**config.mk**
```make
export PLATFORM = sky130hd
export DESIGN_NAME = scl_rate_gen
export DESIGN_NICKNAME = d
export VERILOG_FILES = /design/src/rtl/scl_rate_pkg.sv /design/src/rtl/scl_rate_div.sv /design/src/rtl/scl_rate_dp.sv /design/src/rtl/scl_rate_ctrl.sv /design/src/rtl/scl_tick_gen.sv /design/src/rtl/scl_rate_gen.sv
export SDC_FILE = /design/constraint.sdc
export NUM_CORES = 2
export LEC_CHECK = 0
export BUFFER_PORTS_ARGS = -buffer_cell sky130_fd_sc_hd__buf_2
export CAP_MARGIN = 5
export CORE_UTILIZATION = 60
export DETAILED_ROUTE_END_ITERATION = 8
export PLACE_DENSITY = 0.76
export SKIP_LAST_GASP = 1
export SLEW_MARGIN = 20
export SYNTH_ARGS = -nofsm -noshare
export SYNTH_HDL_FRONTEND = slang
export SYNTH_SLANG_ARGS = --single-unit
```
**constraint.sdc**
```tcl
create_clock -name clk -period 10.4 [get_ports clk]
set_clock_uncertainty 0.2 [all_clocks]
set_input_delay 1.04 -clock clk [delete_from_list [all_inputs] [get_ports clk]]
set_output_delay 1.04 -clock clk [all_outputs]
set_load 0.005 [all_outputs]
```
**src/rtl/scl_rate_pkg.sv**
```systemverilog
package scl_rate_pkg;

  localparam int THP_LO  = 5;
  localparam int THP_HI  = 255;
  localparam int DIVM_LO = 2;
  localparam int DIVM_HI = 15;
  localparam int EXP_HI  = 7;
  localparam int OVS_DIV = 10;

  localparam logic [7:0] THP_DEF  = 8'h18;
  localparam logic [3:0] DIVM_DEF = 4'd2;
  localparam logic [2:0] EXP_DEF  = 3'd0;

  // strobes from the search sequencer to the datapath
  typedef struct packed {
    logic init;       // latch frequencies, reset best and loop indices
    logic baseGo;     // start base half-period division
    logic baseLatch;  // capture base quotient
    logic candGo;     // start candidate rate division
    logic candEval;   // compare candidate error to best
    logic incSet;     // move to second candidate of the pair
    logic pairStep;   // advance (exponent, factor) pair
    logic finish;     // publish result
  } ctlStrobe_t;

  // status returned by the datapath
  typedef struct packed {
    logic divDone;
    logic candLegal;
    logic incIsOne;
    logic errZero;
    logic lastPair;
  } searchStat_t;

endpackage

```
**src/rtl/scl_rate_div.sv**
```systemverilog
module scl_rate_div #(
  parameter int NUM_W = 32,
  parameter int DEN_W = 48
) (
  input  logic             clk,
  input  logic             rstN,
  input  logic             start,
  input  logic [NUM_W-1:0] numIn,
  input  logic [DEN_W-1:0] denIn,
  output logic             busy,
  output logic             done,
  output logic [NUM_W-1:0] quo
);
  localparam int CNT_W = $clog2(NUM_W + 1);

  logic [DEN_W-1:0] remR;
  logic [DEN_W-1:0] denR;
  logic [NUM_W-1:0] quoR;
  logic [CNT_W-1:0] cntR;
  logic             busyR;
  logic             doneR;
  logic [DEN_W:0]   trial;
  logic             fits;

  assign trial = {remR, quoR[NUM_W-1]};
  assign fits  = trial >= {1'b0, denR};

  always_ff @(posedge clk) begin
    if (!rstN) begin
      remR  <= '0;
      denR  <= '0;
      quoR  <= '0;
      cntR  <= '0;
      busyR <= 1'b0;
      doneR <= 1'b0;
    end else begin
      doneR <= 1'b0;
      if (start && !busyR) begin
        remR  <= '0;
        denR  <= denIn;
        quoR  <= numIn;
        cntR  <= CNT_W'(NUM_W);
        busyR <= 1'b1;
      end else if (busyR) begin
        remR <= fits ? DEN_W'(trial - {1'b0, denR}) : trial[DEN_W-1:0];
        quoR <= {quoR[NUM_W-2:0], fits};
        cntR <= cntR - CNT_W'(1);
        if (cntR == CNT_W'(1)) begin
          busyR <= 1'b0;
          doneR <= 1'b1;
        end
      end
    end
  end

  assign busy = busyR;
  assign done = doneR;
  assign quo  = quoR;

  // a quotient is only reported at the end of a running division
  a_r4_done_after_busy: assert property (@(posedge clk) disable iff (!rstN)
    doneR |-> $past(busyR));

endmodule

```
**src/rtl/scl_rate_dp.sv**
```systemverilog
module scl_rate_dp
  import scl_rate_pkg::*;
#(
  parameter int FREQ_W   = 32,
  parameter int INIT_ERR = 1_000_000
) (
  input  logic              clk,
  input  logic              rstN,
  input  ctlStrobe_t        strb,
  input  logic [FREQ_W-1:0] fSys,
  input  logic [FREQ_W-1:0] fTgt,
  output searchStat_t       stat,
  output logic [7:0]        thpOut,
  output logic [7:0]        ctlOut,
  output logic              doneOut
);
  localparam int DEN_W = FREQ_W + 16;
  localparam int Q_W   = FREQ_W + 1;

  logic [FREQ_W-1:0] fSysR, fTgtR;
  logic [2:0]        expIdx;
  logic [3:0]        facIdx;
  logic              incR;
  logic [FREQ_W-1:0] baseQ;
  logic [7:0]        bestThp;
  logic [3:0]        bestFac;
  logic [2:0]        bestExp;
  logic [FREQ_W-1:0] bestErr;

  logic [8:0]        scale;
  logic [Q_W-1:0]    candQ;
  logic              candLegal;
  logic [DEN_W-1:0]  denBase, denCand, denSel;
  logic [FREQ_W-1:0] quo;
  logic              divBusy, divDone;
  logic [FREQ_W-1:0] diff;

  // (D+1) * 2 * 10 : both halves of the prescale and the oversample factor
  assign scale     = (9'(facIdx) + 9'd1) * 9'(2 * OVS_DIV);
  assign candQ     = Q_W'(baseQ) + Q_W'(incR);
  assign candLegal = (candQ >= Q_W'(THP_LO + 1)) && (candQ <= Q_W'(THP_HI + 1));
  assign denBase   = (DEN_W'(fTgtR) * DEN_W'(scale)) << expIdx;
  assign denCand   = (DEN_W'(candQ[8:0]) * DEN_W'(scale)) << expIdx;
  assign denSel    = strb.candGo ? denCand : denBase;

  scl_rate_div #(.NUM_W(FREQ_W), .DEN_W(DEN_W)) u_div (
    .clk   (clk),
    .rstN  (rstN),
    .start (strb.baseGo | strb.candGo),
    .numIn (fSysR),
    .denIn (denSel),
    .busy  (divBusy),
    .done  (divDone),
    .quo   (quo)
  );

  assign diff = (quo >= fTgtR) ? (quo - fTgtR) : (fTgtR - quo);

  assign stat.divDone   = divDone;
  assign stat.candLegal = candLegal;
  assign stat.incIsOne  = incR;
  assign stat.errZero   = (bestErr == '0);
  assign stat.lastPair  = (expIdx == 3'(EXP_HI)) && (facIdx == 4'(DIVM_LO));

  always_ff @(posedge clk) begin
    if (!rstN) begin
      fSysR   <= '0;
      fTgtR   <= '0;
      expIdx  <= '0;
      facIdx  <= 4'(DIVM_HI);
      incR    <= 1'b0;
      baseQ   <= '0;
      bestThp <= THP_DEF;
      bestFac <= DIVM_DEF;
      bestExp <= EXP_DEF;
      bestErr <= FREQ_W'(INIT_ERR);
      thpOut  <= THP_DEF;
      ctlOut  <= {1'b0, DIVM_DEF, EXP_DEF};
      doneOut <= 1'b0;
    end else begin
      doneOut <= strb.finish;
      if (strb.init) begin
        fSysR   <= fSys;
        fTgtR   <= fTgt;
        expIdx  <= '0;
        facIdx  <= 4'(DIVM_HI);
        incR    <= 1'b0;
        bestThp <= THP_DEF;
        bestFac <= DIVM_DEF;
        bestExp <= EXP_DEF;
        bestErr <= FREQ_W'(INIT_ERR);
      end
      if (strb.baseLatch) begin
        baseQ <= quo;
        incR  <= 1'b0;
      end
      if (strb.incSet) incR <= 1'b1;
      if (strb.candEval && (diff < bestErr)) begin
        bestErr <= diff;
        bestThp <= 8'(candQ - Q_W'(1));
        bestFac <= facIdx;
        bestExp <= expIdx;
      end
      if (strb.pairStep) begin
        if (facIdx == 4'(DIVM_LO)) begin
          facIdx <= 4'(DIVM_HI);
          expIdx <= expIdx + 3'd1;
        end else begin
          facIdx <= facIdx - 4'd1;
        end
      end
      if (strb.finish) begin
        thpOut <= bestThp;
        ctlOut <= {1'b0, bestFac, bestExp};
      end
    end
  end

  // published settings stay inside the legal ranges
  a_r5_result_legal: assert property (@(posedge clk) disable iff (!rstN)
    doneOut |-> (thpOut >= 8'(THP_LO)) && (ctlOut[6:3] >= 4'(DIVM_LO)));

  // done is a single-cycle pulse
  a_r10_done_single: assert property (@(posedge clk) disable iff (!rstN)
    doneOut |=> !doneOut);

  // settings move only together with done
  a_r10_outputs_hold: assert property (@(posedge clk) disable iff (!rstN)
    !doneOut |-> ($stable(thpOut) && $stable(ctlOut)));

endmodule

```
**src/rtl/scl_rate_ctrl.sv**
```systemverilog
module scl_rate_ctrl
  import scl_rate_pkg::*;
(
  input  logic        clk,
  input  logic        rstN,
  input  logic        start,
  input  searchStat_t stat,
  output ctlStrobe_t  strb
);
  typedef enum logic [2:0] {
    S_IDLE, S_BASE, S_BWAIT, S_CHECK, S_CWAIT, S_INC, S_NEXT
  } seqState_t;

  seqState_t state, nxt;

  always_comb begin
    strb = '0;
    nxt  = state;
    case (state)
      S_IDLE: if (start) begin
        strb.init = 1'b1;
        nxt = S_BASE;
      end
      S_BASE: begin
        strb.baseGo = 1'b1;
        nxt = S_BWAIT;
      end
      S_BWAIT: if (stat.divDone) begin
        strb.baseLatch = 1'b1;
        nxt = S_CHECK;
      end
      S_CHECK: if (stat.candLegal) begin
        strb.candGo = 1'b1;
        nxt = S_CWAIT;
      end else begin
        nxt = S_INC;
      end
      S_CWAIT: if (stat.divDone) begin
        strb.candEval = 1'b1;
        nxt = S_INC;
      end
      S_INC: if (!stat.incIsOne) begin
        strb.incSet = 1'b1;
        nxt = S_CHECK;
      end else begin
        nxt = S_NEXT;
      end
      S_NEXT: if (stat.errZero || stat.lastPair) begin
        strb.finish = 1'b1;
        nxt = S_IDLE;
      end else begin
        strb.pairStep = 1'b1;
        nxt = S_BASE;
      end
      default: nxt = S_IDLE;
    endcase
  end

  always_ff @(posedge clk) begin
    if (!rstN) state <= S_IDLE;
    else       state <= nxt;
  end

  // the search ends only on an exact hit or after the last pair
  a_r7_finish_cause: assert property (@(posedge clk) disable iff (!rstN)
    strb.finish |-> (stat.errZero || stat.lastPair));

endmodule

```
**src/rtl/scl_tick_gen.sv**
```systemverilog
module scl_tick_gen #(
  parameter int THP_W = 8,
  parameter int EXP_W = 3,
  parameter int FAC_W = 4,
  parameter int OVS   = 10
) (
  input  logic             clk,
  input  logic             rstN,
  input  logic             restart,
  input  logic [THP_W-1:0] thp,
  input  logic [EXP_W-1:0] expSel,
  input  logic [FAC_W-1:0] facSel,
  output logic             ovsTick,
  output logic             sclTick
);
  localparam int MASK_W = (1 << EXP_W) - 1;
  localparam int OVS_W  = $clog2(OVS);

  logic [THP_W:0]    halfCnt;
  logic [MASK_W-1:0] expCnt;
  logic [FAC_W-1:0]  facCnt;
  logic [OVS_W-1:0]  ovsCnt;
  logic [THP_W:0]    halfLast;
  logic [MASK_W-1:0] expMask;
  logic              tHalf, tExp, tFac, tScl;

  assign halfLast = {thp, 1'b1};  // 2*(T+1)-1
  assign expMask  = MASK_W'((MASK_W + 1)'(1) << expSel) - MASK_W'(1);
  assign tHalf    = (halfCnt == halfLast);
  assign tExp     = tHalf && (expCnt == expMask);
  assign tFac     = tExp && (facCnt == facSel);
  assign tScl     = tFac && (ovsCnt == OVS_W'(OVS - 1));

  always_ff @(posedge clk) begin
    if (!rstN || restart) begin
      halfCnt <= '0;
      expCnt  <= '0;
      facCnt  <= '0;
      ovsCnt  <= '0;
    end else begin
      halfCnt <= tHalf ? '0 : halfCnt + 1'b1;
      if (tHalf) expCnt <= tExp ? '0 : expCnt + 1'b1;
      if (tExp)  facCnt <= tFac ? '0 : facCnt + 1'b1;
      if (tFac)  ovsCnt <= tScl ? '0 : ovsCnt + 1'b1;
    end
  end

  assign ovsTick = tFac;
  assign sclTick = tScl;

  // oversample ticks are isolated pulses (minimum period well above one)
  a_r2_ovs_spacing: assert property (@(posedge clk) disable iff (!rstN)
    ovsTick |=> !ovsTick);

  // a restart is never followed directly by an oversample tick
  a_r11_quiet_after_restart: assert property (@(posedge clk) disable iff (!rstN)
    restart |=> !ovsTick);

endmodule

```
**src/rtl/scl_rate_gen.sv**
```systemverilog
module scl_rate_gen
  import scl_rate_pkg::*;
#(
  parameter int FREQ_W   = 32,
  parameter int INIT_ERR = 1_000_000
) (
  input  logic              clk,
  input  logic              rstN,
  input  logic              start,
  input  logic [FREQ_W-1:0] fSys,
  input  logic [FREQ_W-1:0] fTgt,
  output logic [7:0]        thp,
  output logic [7:0]        clkCtl,
  output logic              done,
  output logic              ovsTick,
  output logic              sclTick
);
  ctlStrobe_t  strb;
  searchStat_t stat;

  scl_rate_ctrl u_ctrl (
    .clk   (clk),
    .rstN  (rstN),
    .start (start),
    .stat  (stat),
    .strb  (strb)
  );

  scl_rate_dp #(.FREQ_W(FREQ_W), .INIT_ERR(INIT_ERR)) u_dp (
    .clk     (clk),
    .rstN    (rstN),
    .strb    (strb),
    .fSys    (fSys),
    .fTgt    (fTgt),
    .stat    (stat),
    .thpOut  (thp),
    .ctlOut  (clkCtl),
    .doneOut (done)
  );

  scl_tick_gen #(.THP_W(8), .EXP_W(3), .FAC_W(4), .OVS(OVS_DIV)) u_tick (
    .clk     (clk),
    .rstN    (rstN),
    .restart (strb.finish),
    .thp     (thp),
    .expSel  (clkCtl[2:0]),
    .facSel  (clkCtl[6:3]),
    .ovsTick (ovsTick),
    .sclTick (sclTick)
  );

endmodule

```
==> metrics.md <==
| Metric | Value |
|---|---|
| Status | `finished clean` |
| WP data required | `approximately 11 ns` |
| Final instance area | `33800 um2` |
| Share of layout cells above drive strength 1 | `6.35%` |
| Clock-pin slew on the worst setup and hold paths | `0.06 ns` |
| Hold Buf Count CTS | `0` |
| Met3 Use GR | `around 4.6%` |
| I/O pins | `86` |
| Die X | `232 um` |
| Relative slew slack | `26.2%` |
| Worst path slowest cell | `dfxtp_1` |
| Ys async rst share | `0%` |
| Post-detail-place hpwl | `69400 um` |
| Antenna diode count | `0` |
| Root buf cell | `clkbuf_16` |
| Final #Nets | `4589` |
| Core ar. | `between 50000 and 60000 um2` |
| CTS Buffer Depth | `3` |
| Vias per cell | `6.00` |
| Slew @ Worst Pin | `1.10 ns` |
| Final ANT Viol Nets | `0` |
| Tcrit/Tclk final | `88.9%` |
| Final hold vios | `0` |
| Cts repair resizes | `0` |
| M1 GR Usage | `between 40% and 50%` |
| Placed instance area | `32400 um2` |
| Final Wtd Congestion | `1.03` |
| Initial Utilization | `61.2%` |
| Multi-input gate area | `roughly 23000 um2` |
| Crit path DAT | `around 9.5 ns` |
| Hold slack | `~0.25 ns` |
| RSZ-0062 raised after global routing | `false` |
| Post-CTS Setup Inserts | `0` |
| First-pass iteration count of the detailed router | `6` |
| Synth warnings | `0` |
| Top FF cell, synth | `dfxtp_1` |
| Die Y | `around 230 um` |
| Vias in the first global route | `27100` |
| Synth Instances | `roughly 4100` |
| Die area | `53700 um2` |
| DR vias | `28700` |
| TritonCTS clock tree | `built` |
| Hold Path Class | `reg2reg` |
| FMAX | `0.108 GHz` |
| Syn Area/Cell | `7.65 um2` |
| Drt wl/cell | `18.9 um` |
| Area Overhead vs Synth | `6.87%` |
| Setup TNS Final | `0 ns` |
| Largest area contributor in the netlist | `dfxtp_1` |
| Power Density | `165 nW/um2` |
| Routed WL | `between 90000 and 100000 um` |
| Final Max Tran Viols | `0` |
| Busiest grt layer | `met2` |
| # DRC | `0` |
| CP startpoint | `u_dp.facIdx[0]` |
| Gr usage total | `around a third` |
| Num CTS Buffers | `40` |
| Post-synthesis register bit count | `around 330` |
| Min cycle time layout | `9.24 ns` |
| Row cnt | `83` |
| Hold_sp | `u_dp.fSysR[7]` |
| Pleak | `15.0 nW` |
| Mapped cell area | `31700 um2` |
| Clk sinks | `328` |
| Port buffer count | `84` |
| First-pass GRT wire length | `144000 um` |
| Crit path launch type | `flip-flop` |
| Filler Cell Count | `4616` |
| EDFF count, synth | `0` |
| Global routing met2 resource utilization | `55.1%` |
| Initial DRC Count | `2049` |
| Max-cap violations | `0` |
| Largest net degree at the start of global routing | `100` |
| Endpoint class of the critical path | `flip-flop` |
| Register Area | `6570 um2` |
| Crit-path max FO | `27` |
| H-tree depth | `2` |
| Total gr overflow | `0` |
| Final setup fails | `0` |
| Worst r2r src | `u_dp.facIdx[0]` |
| Largest cells by area after synthesis | `dfxtp_1, fa_1, ha_1` |
| Most frequent cells in the layout | `nand2_1, inv_1, a21oi_1` |
| Finished Core Util | `65.4%` |
| Post-synth net total | `4645` |
| Clk Latency, worst-skew pair | `0.57 ns` |
| Max VDD drop | `164 uV` |
| Sequential-to-total area share from yosys stat | `about a fifth` |
| Post-synth top area share | `20.7%` |
| Most common cell after layout, fill and taps aside | `nand2_1` |
| Critical path class | `reg2reg` |
| Netlist cell types | `91` |
| CP peak stage delay | `0.79 ns` |
| Initial antenna violation count | `1` |
## stage by stage
step	setup WS, ns	power (mW)	cells
after floorplan	1.82	3.46	4138
final	1.16	5.57	4790
after detailed placement	1.31	4.07	4720
after global placement	1.46	4.05	4720
after CTS	1.25	5.56	4790
after global routing	0.795	5.94	4790
## path summary, 6_finish.rpt
| check | cells after the start | slack (ns) | endpoint |
|---|---|---|---|
| max reg2reg | 29 | 1.16 | u_dp.u_div.denR[43] |
| min reg2reg | 2 | 0.25 | u_dp.fSysR[7] |
| min | 2 | 0.25 | u_dp.fSysR[7] |
| max | 29 | 1.16 | u_dp.u_div.denR[43] |
## layer usage
| metal | share of wire, % | up-vias |
|---|---|---|
| li1 | - | 13900 |
| met1 | 42 | 13600 |
| met2 | 46 | 1000 |
| met3 | 6.7 | 213 |
| met4 | 5.4 | 2 |
| met5 | 0.014 | - |
## area by class of cell
type / count / share of cell area [%]
Multi-Input combinational cell: 3113 / 66.6
Sequential cell: 328 / 19.4
Inverter: 479 / 5.33
Clock buffer: 53 / 3.37
Tap cell: 680 / 2.52
Timing Repair Buffer: 120 / 2.04
Clock inverter: 17 / 0.695
## logic make-up (layout without fill, tap and decap cells)
logic type / after synthesis / count (layout) / share of synthesized area (%)
buffers and inverters: 697 / 669 / 8.36
and+or+nand+nor: 1373 / 1373 / 20.0
AOI/OAI and AO/OA: 981 / 981 / 19.3
DFF: 328 / 328 / 20.7
xor gates and xnor gates: 175 / 175 / 4.84
other: 1 / 1 / 0.0118
adders and majority gates: 440 / 440 / 21.8
muxes: 143 / 143 / 4.93
## critical path: cells and delay by family, from the launching register on
family | cells | cell delay [ns]
fa+ha+maj | 8 | 3.36
compound gates | 9 | 2.20
simple gates | 5 | 1.62
flops | 1 | 0.79
buf+inv | 5 | 0.48
xor+xnor | 2 | 0.43
## where the power goes
group / leakage [nW] / switching [mW] / internal (mW) / total (mW)
Combinational: 11.6 / 1.60 / 1.04 / 2.64
Sequential: 2.66 / 0.115 / 1.34 / 1.45
Clock: 0.677 / 0.582 / 0.897 / 1.48
Total: 15.0 / 2.30 / 3.27 / 5.57
## cell usage after synthesis, types with 61 or more instances
master	n
inv_1	477
and2_1	97
dfxtp_1	328
a21oi_1	399
o21ai_0	150
nand2_1	533
ha_1	254
fa_1	186
a21o_1	61
xor2_1	63
clkbuf_1	195
xnor2_1	112
nand3_1	79
nor3_1	85
mux2i_1	120
nor2_1	341
## sequential cells by signal, summed over array words and instances, names as in the netlist, 6 cells and up
signal           count
u_dp.u_div.remR     48
u_dp.u_div.denR     46
u_dp.baseQ          32
u_dp.bestErr        32
u_dp.fSysR          32
u_dp.fTgtR          32
u_dp.u_div.quo      32
u_tick.halfCnt       9
u_dp.bestThp         8
u_dp.thpOut          8
u_dp.ctlOut          7
u_tick.expCnt        7
u_dp.u_div.cntR      6
Power figures use the tool's default switching activity.
